[src/rtl/flash_bringup_pkg.sv]
package flash_bringup_pkg;

    typedef enum logic [3:0] {
        ST_IDLE,
        ST_GAP,
        ST_ID_OP,
        ST_ID_DATA,
        ST_STAT_OP,
        ST_STAT_DATA,
        ST_CFG,
        ST_DONE,
        ST_ERROR
    } seq_state_t;

    localparam logic [7:0] OP_READ_ID = 8'h9F;
    localparam logic [7:0] OP_STATUS  = 8'hD7;
    localparam logic [7:0] OP_DUMMY   = 8'h00;

    // opcodes that must never open a frame
    localparam logic [7:0] OP_BANNED_A = 8'hC7;
    localparam logic [7:0] OP_BANNED_B = 8'h94;

    localparam int STAT_READY_BIT = 7;
    localparam int STAT_PAGE_BIT  = 0;

    function automatic logic [7:0] cfg_byte(input logic [1:0] idx);
        logic [7:0] b;
        case (idx)
            2'd0:    b = 8'h3D;
            2'd1:    b = 8'h2A;
            2'd2:    b = 8'h80;
            default: b = 8'hA6;
        endcase
        return b;
    endfunction

endpackage

[src/rtl/spi_byte_engine.sv]
module spi_byte_engine #(
    parameter int HALF_DIV = 2
) (
    input  logic       clk,
    input  logic       rst_n,
    input  logic       go,
    input  logic [7:0] tx_byte,
    input  logic       miso,
    output logic       sck,
    output logic       mosi,
    output logic       byte_done,
    output logic [7:0] rx_byte
);

    localparam int DW = (HALF_DIV > 1) ? $clog2(HALF_DIV) : 1;

    typedef enum logic [1:0] {PH_IDLE, PH_LOW, PH_HIGH} phase_t;

    phase_t        phase;
    logic [DW-1:0] div_cnt;
    logic [2:0]    bits_left;
    logic [7:0]    tx_sh;
    logic [7:0]    rx_sh;
    logic          half_end;

    assign half_end = (div_cnt == DW'(HALF_DIV - 1));

    always_ff @(posedge clk or negedge rst_n) begin
        if (!rst_n) begin
            phase     <= PH_IDLE;
            div_cnt   <= '0;
            bits_left <= '0;
            tx_sh     <= '0;
            rx_sh     <= '0;
            sck       <= 1'b0;
            byte_done <= 1'b0;
        end else begin
            byte_done <= 1'b0;
            unique case (phase)
                PH_IDLE: begin
                    if (go) begin
                        tx_sh     <= tx_byte;
                        bits_left <= 3'd7;
                        div_cnt   <= '0;
                        phase     <= PH_LOW;
                    end
                end
                PH_LOW: begin
                    if (half_end) begin
                        div_cnt <= '0;
                        sck     <= 1'b1;
                        rx_sh   <= {rx_sh[6:0], miso};
                        phase   <= PH_HIGH;
                    end else begin
                        div_cnt <= div_cnt + 1'b1;
                    end
                end
                PH_HIGH: begin
                    if (half_end) begin
                        div_cnt <= '0;
                        sck     <= 1'b0;
                        if (bits_left == 3'd0) begin
                            phase     <= PH_IDLE;
                            byte_done <= 1'b1;
                        end else begin
                            bits_left <= bits_left - 1'b1;
                            tx_sh     <= {tx_sh[6:0], 1'b0};
                            phase     <= PH_LOW;
                        end
                    end else begin
                        div_cnt <= div_cnt + 1'b1;
                    end
                end
                default: phase <= PH_IDLE;
            endcase
        end
    end

    assign mosi    = tx_sh[7];
    assign rx_byte = rx_sh;

    // data toward the flash holds still while the clock is high
    p_mosi_hold_r2: assert property (@(posedge clk) disable iff (!rst_n)
        sck |-> $stable(mosi));

endmodule

[src/rtl/cs_gap_timer.sv]
module cs_gap_timer #(
    parameter int GAP_CYCLES = 4
) (
    input  logic clk,
    input  logic rst_n,
    input  logic run,
    output logic met
);

    localparam int CW = $clog2(GAP_CYCLES + 1);

    logic [CW-1:0] cnt;

    always_ff @(posedge clk or negedge rst_n) begin
        if (!rst_n) begin
            cnt <= '0;
        end else if (!run) begin
            cnt <= '0;
        end else if (!met) begin
            cnt <= cnt + 1'b1;
        end
    end

    assign met = run && (cnt == CW'(GAP_CYCLES - 1));

endmodule

[src/rtl/flash_bringup_seq.sv]
module flash_bringup_seq
    import flash_bringup_pkg::*;
#(
    parameter int         CLK_DIV     = 2,
    parameter int         CS_GAP      = 4,
    parameter int         POLL_LIMIT  = 100000,
    parameter int         CFG_RETRIES = 2,
    parameter logic [7:0] MFR_ID      = 8'h1F
) (
    input  logic clk,
    input  logic rst_n,
    input  logic start,
    output logic done,
    output logic error,
    output logic needs_power_cycle,
    output logic spi_cs_n,
    output logic spi_sck,
    output logic spi_mosi,
    input  logic spi_miso
);

    localparam int PW = $clog2(POLL_LIMIT + 1);
    localparam int TW = $clog2(CFG_RETRIES + 1);
    localparam int HW = $clog2(CS_GAP + 2);

    seq_state_t    state;
    seq_state_t    gap_next;
    logic          launched;
    logic [1:0]    byte_idx;
    logic [PW-1:0] poll_cnt;
    logic [TW-1:0] cfg_tries;
    logic          cfg_issued;

    logic          eng_go;
    logic [7:0]    eng_tx;
    logic          eng_done;
    logic [7:0]    eng_rx;
    logic          gap_met;
    logic          in_frame;
    logic          frame_first;

    spi_byte_engine #(.HALF_DIV(CLK_DIV)) u_engine (
        .clk       (clk),
        .rst_n     (rst_n),
        .go        (eng_go),
        .tx_byte   (eng_tx),
        .miso      (spi_miso),
        .sck       (spi_sck),
        .mosi      (spi_mosi),
        .byte_done (eng_done),
        .rx_byte   (eng_rx)
    );

    cs_gap_timer #(.GAP_CYCLES(CS_GAP)) u_gap (
        .clk   (clk),
        .rst_n (rst_n),
        .run   (state == ST_GAP),
        .met   (gap_met)
    );

    // state register and counters
    always_ff @(posedge clk or negedge rst_n) begin
        if (!rst_n) begin
            state      <= ST_IDLE;
            gap_next   <= ST_ID_OP;
            launched   <= 1'b0;
            byte_idx   <= '0;
            poll_cnt   <= '0;
            cfg_tries  <= '0;
            cfg_issued <= 1'b0;
        end else begin
            if (eng_go) launched <= 1'b1;
            unique case (state)
                ST_IDLE, ST_DONE, ST_ERROR: begin
                    if (start) begin
                        poll_cnt   <= '0;
                        cfg_tries  <= '0;
                        cfg_issued <= 1'b0;
                        gap_next   <= ST_ID_OP;
                        state      <= ST_GAP;
                    end
                end
                ST_GAP: begin
                    if (gap_met) begin
                        state    <= gap_next;
                        launched <= 1'b0;
                        byte_idx <= '0;
                    end
                end
                ST_ID_OP: begin
                    if (eng_done) begin
                        state    <= ST_ID_DATA;
                        launched <= 1'b0;
                    end
                end
                ST_ID_DATA: begin
                    if (eng_done) begin
                        if (eng_rx == MFR_ID) begin
                            gap_next <= ST_STAT_OP;
                            state    <= ST_GAP;
                        end else begin
                            state <= ST_ERROR;
                        end
                    end
                end
                ST_STAT_OP: begin
                    if (eng_done) begin
                        state    <= ST_STAT_DATA;
                        launched <= 1'b0;
                    end
                end
                ST_STAT_DATA: begin
                    if (eng_done) begin
                        if (!eng_rx[STAT_READY_BIT]) begin
                            if (poll_cnt == PW'(POLL_LIMIT - 1)) begin
                                state <= ST_ERROR;
                            end else begin
                                poll_cnt <= poll_cnt + 1'b1;
                                gap_next <= ST_STAT_OP;
                                state    <= ST_GAP;
                            end
                        end else begin
                            poll_cnt <= '0;
                            if (eng_rx[STAT_PAGE_BIT]) begin
                                state <= ST_DONE;
                            end else if (cfg_tries == TW'(CFG_RETRIES)) begin
                                state <= ST_ERROR;
                            end else begin
                                cfg_tries  <= cfg_tries + 1'b1;
                                cfg_issued <= 1'b1;
                                gap_next   <= ST_CFG;
                                state      <= ST_GAP;
                            end
                        end
                    end
                end
                ST_CFG: begin
                    if (eng_done) begin
                        if (byte_idx == 2'd3) begin
                            gap_next <= ST_STAT_OP;
                            state    <= ST_GAP;
                        end else begin
                            byte_idx <= byte_idx + 1'b1;
                            launched <= 1'b0;
                        end
                    end
                end
                default: state <= ST_IDLE;
            endcase
        end
    end

    // outputs decoded from state
    always_comb begin
        in_frame    = 1'b0;
        frame_first = 1'b0;
        eng_tx      = OP_DUMMY;
        unique case (state)
            ST_ID_OP: begin
                in_frame    = 1'b1;
                frame_first = 1'b1;
                eng_tx      = OP_READ_ID;
            end
            ST_STAT_OP: begin
                in_frame    = 1'b1;
                frame_first = 1'b1;
                eng_tx      = OP_STATUS;
            end
            ST_ID_DATA, ST_STAT_DATA: begin
                in_frame = 1'b1;
            end
            ST_CFG: begin
                in_frame    = 1'b1;
                frame_first = (byte_idx == 2'd0);
                eng_tx      = cfg_byte(byte_idx);
            end
            default: begin
                in_frame = 1'b0;
            end
        endcase
        eng_go            = in_frame && !launched;
        spi_cs_n          = !in_frame;
        done              = (state == ST_DONE);
        error             = (state == ST_ERROR);
        needs_power_cycle = (state == ST_DONE) && cfg_issued;
    end

    // checker-side count of chip-select-high cycles
    logic [HW-1:0] chk_hi_cnt;
    always_ff @(posedge clk or negedge rst_n) begin
        if (!rst_n) begin
            chk_hi_cnt <= '0;
        end else if (!spi_cs_n) begin
            chk_hi_cnt <= '0;
        end else if (chk_hi_cnt != HW'(CS_GAP)) begin
            chk_hi_cnt <= chk_hi_cnt + 1'b1;
        end
    end

    // serial clock rests low outside a frame
    p_sck_idle_r2: assert property (@(posedge clk) disable iff (!rst_n)
        spi_cs_n |-> !spi_sck);

    // guard time before every new frame
    p_cs_gap_r9: assert property (@(posedge clk) disable iff (!rst_n)
        $fell(spi_cs_n) |-> (chk_hi_cnt >= HW'(CS_GAP)));

    // a frame never opens with an erase-all opcode
    p_no_erase_r10: assert property (@(posedge clk) disable iff (!rst_n)
        (eng_go && frame_first) |-> (eng_tx != OP_BANNED_A && eng_tx != OP_BANNED_B));

    // configuration attempts stay within the limit
    p_cfg_bound_r8: assert property (@(posedge clk) disable iff (!rst_n)
        (state == ST_CFG) |-> (cfg_tries <= TW'(CFG_RETRIES)));

    // a run in progress does not restart on start
    p_start_ignored_r11: assert property (@(posedge clk) disable iff (!rst_n)
        (start && state == ST_STAT_DATA && !eng_done) |=> (state == ST_STAT_DATA));

endmodule

[config.mk]
export PLATFORM = sky130hd
export DESIGN_NAME = flash_bringup_seq
export DESIGN_NICKNAME = d
export VERILOG_FILES = /design/src/rtl/flash_bringup_pkg.sv /design/src/rtl/spi_byte_engine.sv /design/src/rtl/cs_gap_timer.sv /design/src/rtl/flash_bringup_seq.sv
export SDC_FILE = /design/constraint.sdc
export NUM_CORES = 1
export LEC_CHECK = 0
export ABC_CLOCK_PERIOD_IN_PS = 2300
export BUFFER_PORTS_ARGS = -buffer_cell sky130_fd_sc_hd__buf_4
export CORE_UTILIZATION = 25
export DETAILED_ROUTE_END_ITERATION = 7
export HOLD_SLACK_MARGIN = 0.02
export PLACE_DENSITY = 0.39
export REMOVE_ABC_BUFFERS = 1
export SYNTH_ARGS = -nofsm -noshare
export SYNTH_HDL_FRONTEND = slang
export SYNTH_SLANG_ARGS = --single-unit
[constraint.sdc]
create_clock -name clk -period 2.3 [get_ports clk]
set_clock_uncertainty 0.2 [all_clocks]
set_input_delay 0.115 -clock clk [delete_from_list [all_inputs] [get_ports clk]]
set_output_delay 0.115 -clock clk [all_outputs]
set_load 0.005 [all_outputs]
* After elaboration in Yosys (flattened, before gate mapping)
Index checks and enable logic that the tools add are counted.
** Word-level totals
- Bits in registers :: 58
- Bits of input ports :: 4
- Output and inout bits :: 6
- Word-level logic and storage cells :: 167
** Cells by class
- $add $sub $neg :: 6
- Eq/ne operators :: 38
- Muxes and demuxes :: 79
- Reductions and logical operators :: 29
** Operators by type and width (count)
- 4-bit 2-to-1 mux :: 23
- 17-bit 2-to-1 mux :: 4
- 8-bit one-hot mux with 3 select lines :: 2
- 17-bit one-hot mux with 2 select lines :: 1
- 4-bit one-hot mux with 7 select lines :: 1
- 8-bit 2-to-1 mux :: 3
- 2-bit 2-to-1 mux :: 11
- 2-bit inequality test (second input constant) :: 10
- 1-bit 2-to-1 mux :: 19
- 17-bit by 1-bit adder with 17-bit output (second input constant) :: 1
- 17-bit == test (second input constant) :: 1
- 4-bit by 3-bit == test with 1-bit output (second input constant) :: 4
- 2-bit by 1-bit inequality test with 1-bit output (second input constant) :: 8
- 4-bit one-hot mux with 4 select lines :: 1
- 8-bit one-hot mux with 2 select lines :: 1
- 3-bit 2-to-1 mux :: 5
- 4-bit AND reduction :: 3
- 10-bit AND reduction :: 1
- 2-bit nonzero test :: 5
- 2-bit == test (second input constant) :: 4
- 4-bit by 2-bit == test with 1-bit output (second input constant) :: 2
- 8-bit by 5-bit == test with 1-bit output (second input constant) :: 1
- 2-bit one-hot mux with 2 select lines :: 2
- 8-bit AND reduction :: 1
- 26 further kinds :: 38

* Logic depth before layout (Yosys ltp)
- Word-level depth :: 8
- Gate-level depth with buffers :: 8
- Mapped depth without buffers :: 7

* Cells and area by module
Synthesis repeated with hierarchy kept, for this count alone.
** Unflattened totals
- Cell total of the unflattened synthesis :: 335
- Area, all modules :: 3328.2 µm²
** Modules (own cells, without submodules)
- flash_bringup_seq :: instances 1, cells an instance 222, area an instance 2005.7 µm², seq. area each 726.9 µm²
- spi_byte_engine :: instances 1, cells an instance 99, area an instance 1158.6 µm², seq. area each 600.6 µm²
- cs_gap_timer :: instances 1, cells an instance 14, area an instance 163.9 µm², seq. area each 75.1 µm²

* Worst setup path after synthesis
OpenSTA, ideal clock, no wires.
- Kind :: reg-to-reg
- Start point :: register u_gap.cnt[0]
- End point :: register state[3]
- Setup time :: 118 ps
- Data arrival time :: 1811 ps
- Data required time :: 1982 ps
- Path slack :: 171 ps
- Stages on the path, launching flop included :: 9
- Buffers on the path :: 1
- Period minus slack after synthesis :: 2129 ps
- Cells stage by stage :: dfrtp_1 ha_1 ha_1 clkbuf_1 or2_2 o32a_1 o221ai_2 a21oi_1 a21o_1
** Between the ends
- Cells in the longest elaborated chain, start to end :: 4
** Ends and longest elaborated chain
- start, declared :: line cs_gap_timer.sv:12 : logic [CW-1:0] cnt;
- start signal, assigned :: line cs_gap_timer.sv:20 : cnt <= cnt + 1'b1;
- 3-bit by 2-bit == test with 1-bit output :: line cs_gap_timer.sv:24 : assign met = run && (cnt == CW'(GAP_CYCLES - 1));
- 1-bit logical AND :: line cs_gap_timer.sv:24
- 2-bit inequality test (no source line)
- 8-bit AND reduction (no source line)
- end signal, assigned :: line flash_bringup_seq.sv:85 : state <= gap_next;
- end, declared :: line flash_bringup_seq.sv:26 : seq_state_t state;
Every way passes these cells.
A chain may end at the register's enable or synchronous reset.

* Worst setup path after layout
- Start point :: register poll_cnt[0]
- End point :: register poll_cnt[7]
** Between the ends
- Cells in the longest elaborated chain, start to end :: 5
- Elaborated cells between the ends (all ways) :: 8
- Those cells by class :: add/sub: 1; eq/ne: 2; mux: 4; reduce/logical: 1
** Ends and longest elaborated chain
- start, declared :: line flash_bringup_seq.sv:30 : logic [PW-1:0] poll_cnt;
- start signal, assigned :: line flash_bringup_seq.sv:118 : poll_cnt <= poll_cnt + 1'b1;
- 17-bit by 1-bit adder with 17-bit output :: line flash_bringup_seq.sv:118
- 17-bit 2-to-1 mux :: line flash_bringup_seq.sv:115 : if (poll_cnt == PW'(POLL_LIMIT - 1)) begin
- 17-bit 2-to-1 mux :: line flash_bringup_seq.sv:114 : if (!eng_rx[STAT_READY_BIT]) begin
- 17-bit 2-to-1 mux :: line flash_bringup_seq.sv:113 : if (eng_done) begin
- 17-bit one-hot mux with 2 select lines :: line flash_bringup_seq.sv:73 : unique case (state)
Parallel ways exist; a longest one is shown, timed or not. The select of a mux whose other input is x is not followed.

==> impl_metrics.py <==
metrics = {
    "outcome": {
        "status": "finished clean",
    },
    "sta": {
        "whs_ns": 0.211,
        "fmax_ghz": 0.457,
        "fin_crit_sh_pct": 95.2,
        "finalCriticalPeriod_ns": 2.19,
        "fin_ws_ns": 0.111,
        "finalHoldViolations": 0,
        "worstMarginPinSlew_ns": 0.773,
        "rsz0062_at_grt": "no",
        "setup_tns_ns": 0,
        "setup_viol": 0,
        "relSlewSlack_pct": 48.5,
        "maxSlewViolCount": 0,
    },
    "critical_path": {
        "endpoint_kind": "flop",
        "r2r-start": "poll_cnt[0]$_DFFE_PN0P_",
        "path_delay_family": "simple AND/OR/NAND/NOR gates",
        "reg2regPathDepth": 7,
        "critPathBufInv": 1,
        "critPathMaxStageDelay_ns": 0.49,
        "cpMaxStageDelayCell": "or4_1",
        "cp.arrival_ns": 2.22,
        "cp.required_ns": 2.33,
        "r2r_slack_ns": 0.11,
        "path_cells": "ha_1 -> and4_1 -> nand4_1 -> o21ai_4 -> buf_12 -> or4_1 -> a21oi_1",
        "worstSetupPathType": "reg -> reg",
        "crit_path_max_fanout": 18,
        "start_kind": "flop",
        "rr_endpoint": "poll_cnt[7]$_DFFE_PN0P_",
    },
    "hold_path": {
        "hold_path_class": "in -> reg",
        "hold_start": "start",
        "hold_depth": 5,
        "whs_endpoint": "poll_cnt[14]$_DFFE_PN0P_",
    },
    "grt": {
        "grt_max_degree": 57,
        "antenna_found_initial": 0,
        "grt_pass1_wl_um": 13000,
        "grt.overflow.total": 0,
        "grt_pass1_vias": 2516,
        "grt_use_total_pct": 12.5,
    },
    "clock_network": {
        "cts-buffers-inserted": 5,
        "cts_max_level": 2,
        "cts_sinks": 56,
        "insertion_delay_ns": 0.31,
        "cts_tree": "yes",
        "cts_root_buf": "clkbuf_16",
        "clk_transition_reported_paths_ns": 0.08,
        "clockBufferDepth": 2,
    },
    "drt": {
        "routed_wirelength_um": 7670,
        "via_per_inst": 4.77,
        "drtIter0Drc": 140,
        "dr_total_vias": 2616,
        "drc": 0,
        "antenna_left": 0,
        "wl_per_cell_um": 14.0,
        "dr.pass1.iters": 4,
    },
    "floorplanning": {
        "die_w_um": 117,
        "top_level_ports": 10,
        "core_sq_um": 12800,
        "initial_core_util_pct": 25.9,
        "fp.dieArea_sq_um": 13700,
        "rows": 41,
        "die_h_um": 117,
    },
    "pwr": {
        "power_density_nw_per_um2": 993,
        "power_mw": 3.88,
        "p_clk_share_pct": 24.6,
        "p_sw_mw": 1.39,
        "pwr-share-comb_pct": 39.2,
        "p_leak_nw": 1.69,
        "pwr-share-seq_pct": 36.2,
        "p_sw_share_pct": 35.9,
        "p_int_mw": 2.49,
        "vdd_drop_max_v": 0.000423,
    },
    "synthesis": {
        "synth_edf_count": 0,
        "ys_async_sr_fraction_pct": 100,
        "yosys_warnings": 0,
        "synth_area_sq_um": 3310,
        "syn_inst": 349,
        "synth_flop_cell": "dfrtp_1",
        "syn_avg_cell_area_sq_um": 9.49,
        "ys_types": 64,
        "ys_seq_area_share_pct": 42.3,
        "ys_ff_latch": 56,
    },
    "final_layout": {
        "num-fill-cells": 1364,
        "final_layout_size_suffix_gt1_share_pct": 19.9,
        "multiInputGateArea_sq_um": 1750,
        "regArea_sq_um": 1400,
        "layout.nets": 394,
        "stdcell_count": 548,
        "num_antenna_cells": 0,
        "synthToLayoutAreaGrowth_pct": 18.1,
    },
    "place": {
        "dp.cells": 538,
        "port_buffers": 9,
        "hpwl_um": 5540,
        "place_ws_ns": 0.0941,
        "globalplace.congestion": 0.760,
    },
    "flow_run": {
        "max_cap_violations": 0,
    },
}
[final cells by class]
| type | count | share of cell area, % |
|---|---|---|
| Multi-Input combinational cell | 260 | 44.8 |
| Sequential cell | 56 | 35.9 |
| Timing Repair Buffer | 38 | 7.74 |
| Tap cell | 172 | 5.50 |
| Clock buffer | 7 | 3.90 |
| Inverter | 14 | 1.34 |
| Clock inverter | 1 | 0.768 |
[timing repair]
item,4_1_cts,5_1_grt
hold endpoints to repair,56,0
hold buffers,2,0
resized for setup,0,1
buffers inserted,0,0
endpoints found under the setup margin,0,1
[layer usage]
layer | part of all wire (%) | track usage (%) | routed length (um) | vias to the layer above
li1 | - | - | - | 1320
met1 | 52 | 17.7 | 3960 | 1267
met2 | 45 | 19.1 | 3420 | 24
met3 | 2.6 | 2.94 | 197 | 5
met4 | 1.2 | 3.29 | 90 | 0
met5 | 0 | 0 | 0 | -
[cell usage after synthesis (all sizes together) (2+ instances only)]
cell | count | area, sq um
or4 | 7 | 52.6
and2 | 3 | 18.8
mux2 | 12 | 139
ha | 15 | 188
nand4 | 3 | 18.8
nor2b | 4 | 25.0
clkbuf | 9 | 33.8
nand2 | 35 | 131
nor2 | 26 | 100
nand2b | 6 | 40.0
o21a | 5 | 37.5
nand3 | 8 | 40.0
nand4bb | 2 | 22.5
or3 | 9 | 56.3
o21ai | 27 | 146
mux2i | 5 | 50.1
or2 | 4 | 25.0
nor3 | 12 | 65.1
and3 | 4 | 26.3
xnor2 | 2 | 17.5
buf | 10 | 68.8
nand4b | 2 | 17.5
o31ai | 3 | 22.5
o311ai | 2 | 17.5
o211ai | 5 | 37.5
nor4b | 2 | 17.5
a22oi | 4 | 30.0
inv | 14 | 52.6
and4bb | 3 | 37.5
o32a | 2 | 20.0
o41ai | 3 | 33.8
o22ai | 2 | 12.5
a21oi | 25 | 125
dfrtp | 55 | 1380
[power groups by stage]
stage | sequential (mW) | clock [mW] | combinational [mW]
detailed placement | 1.43 | 0 | 1.54
global placement | 1.43 | 0 | 1.54
floorplan | 1.44 | 0 | 0.916
CTS | 1.41 | 0.991 | 1.55
finish | 1.40 | 0.955 | 1.52
global route | 1.44 | 1.03 | 1.71
[flip-flops by register name, indices dropped and copies added, names as in the netlist]
register and flops:
byte_idx 2, cfg_issued 1, cfg_tries 2, gap_next 2, launched 1, poll_cnt 17
state 4, u_engine.bits_left 3, u_engine.byte_done 1, u_engine.div_cnt 1, u_engine.phase 2, u_engine.rx_byte 8
u_engine.sck 1, u_engine.tx_sh 8, u_gap.cnt 3
[tightest hold or removal path, delay by kind of cell]
family          cells  cell delay [ns]
buf+inv             2             0.29
compound gates      2             0.22
simple gates        1             0.06
[worst max path at each step]
stage                                   from                       endpoint  slack, ns  depth (start not counted)
2_1_floorplan  u_engine.phase[0]$_DFFE_PN0P_  u_engine.tx_sh[0]$_DFFE_PN0P_      -0.16                          5
3_3_place_gp         poll_cnt[0]$_DFFE_PN0P_        poll_cnt[7]$_DFFE_PN0P_       0.15                          7
3_5_place_dp         poll_cnt[0]$_DFFE_PN0P_        poll_cnt[7]$_DFFE_PN0P_       0.09                          7
4_1_cts              poll_cnt[0]$_DFFE_PN0P_        poll_cnt[7]$_DFFE_PN0P_       0.08                          7
5_1_grt                 state[1]$_DFFE_PN0P_           state[0]$_DFFE_PN0P_     0.0006                          6
6_report             poll_cnt[0]$_DFFE_PN0P_        poll_cnt[7]$_DFFE_PN0P_       0.11                          7
[cells in the final DEF (no fill, tap or decap), drive strengths merged, types with 2 or more instances in the layout]
master	n
and2	3
o21ai	27
inv	14
o31ai	3
nor2	26
o311ai	2
mux2	12
o21a	5
nand2	35
and3	4
nand4	3
clkbuf	7
dlygate4sd3	2
mux2i	5
o211ai	5
o41ai	3
dfrtp	55
o22ai	2
ha	15
o32a	2
xnor2	2
nor4b	2
nand4bb	2
nand2b	6
nand4b	2
nand3	8
or3	9
a22oi	4
or2	4
and4bb	3
nor3	12
buf	36
a21oi	25
nor2b	4
or4	7
[per-stage QoR]
step                      area, sq um  util, %
after global routing             3910     30.6
after global placement           3710     29.0
after floorplan                  3210        -
after detailed placement         3710     29.0
after CTS                        3910     30.6
final                            3910     30.6
[cells by family after synthesis]
family / Yosys count / synth area share [%]
buf+inv: 33 / 4.68
compound gates: 89 / 18.2
mux: 17 / 5.70
xor+xnor: 3 / 0.793
fa+ha+maj: 16 / 5.97
simple gates: 135 / 22.3
flops: 56 / 42.3
(Power assumes the default switching activity.)
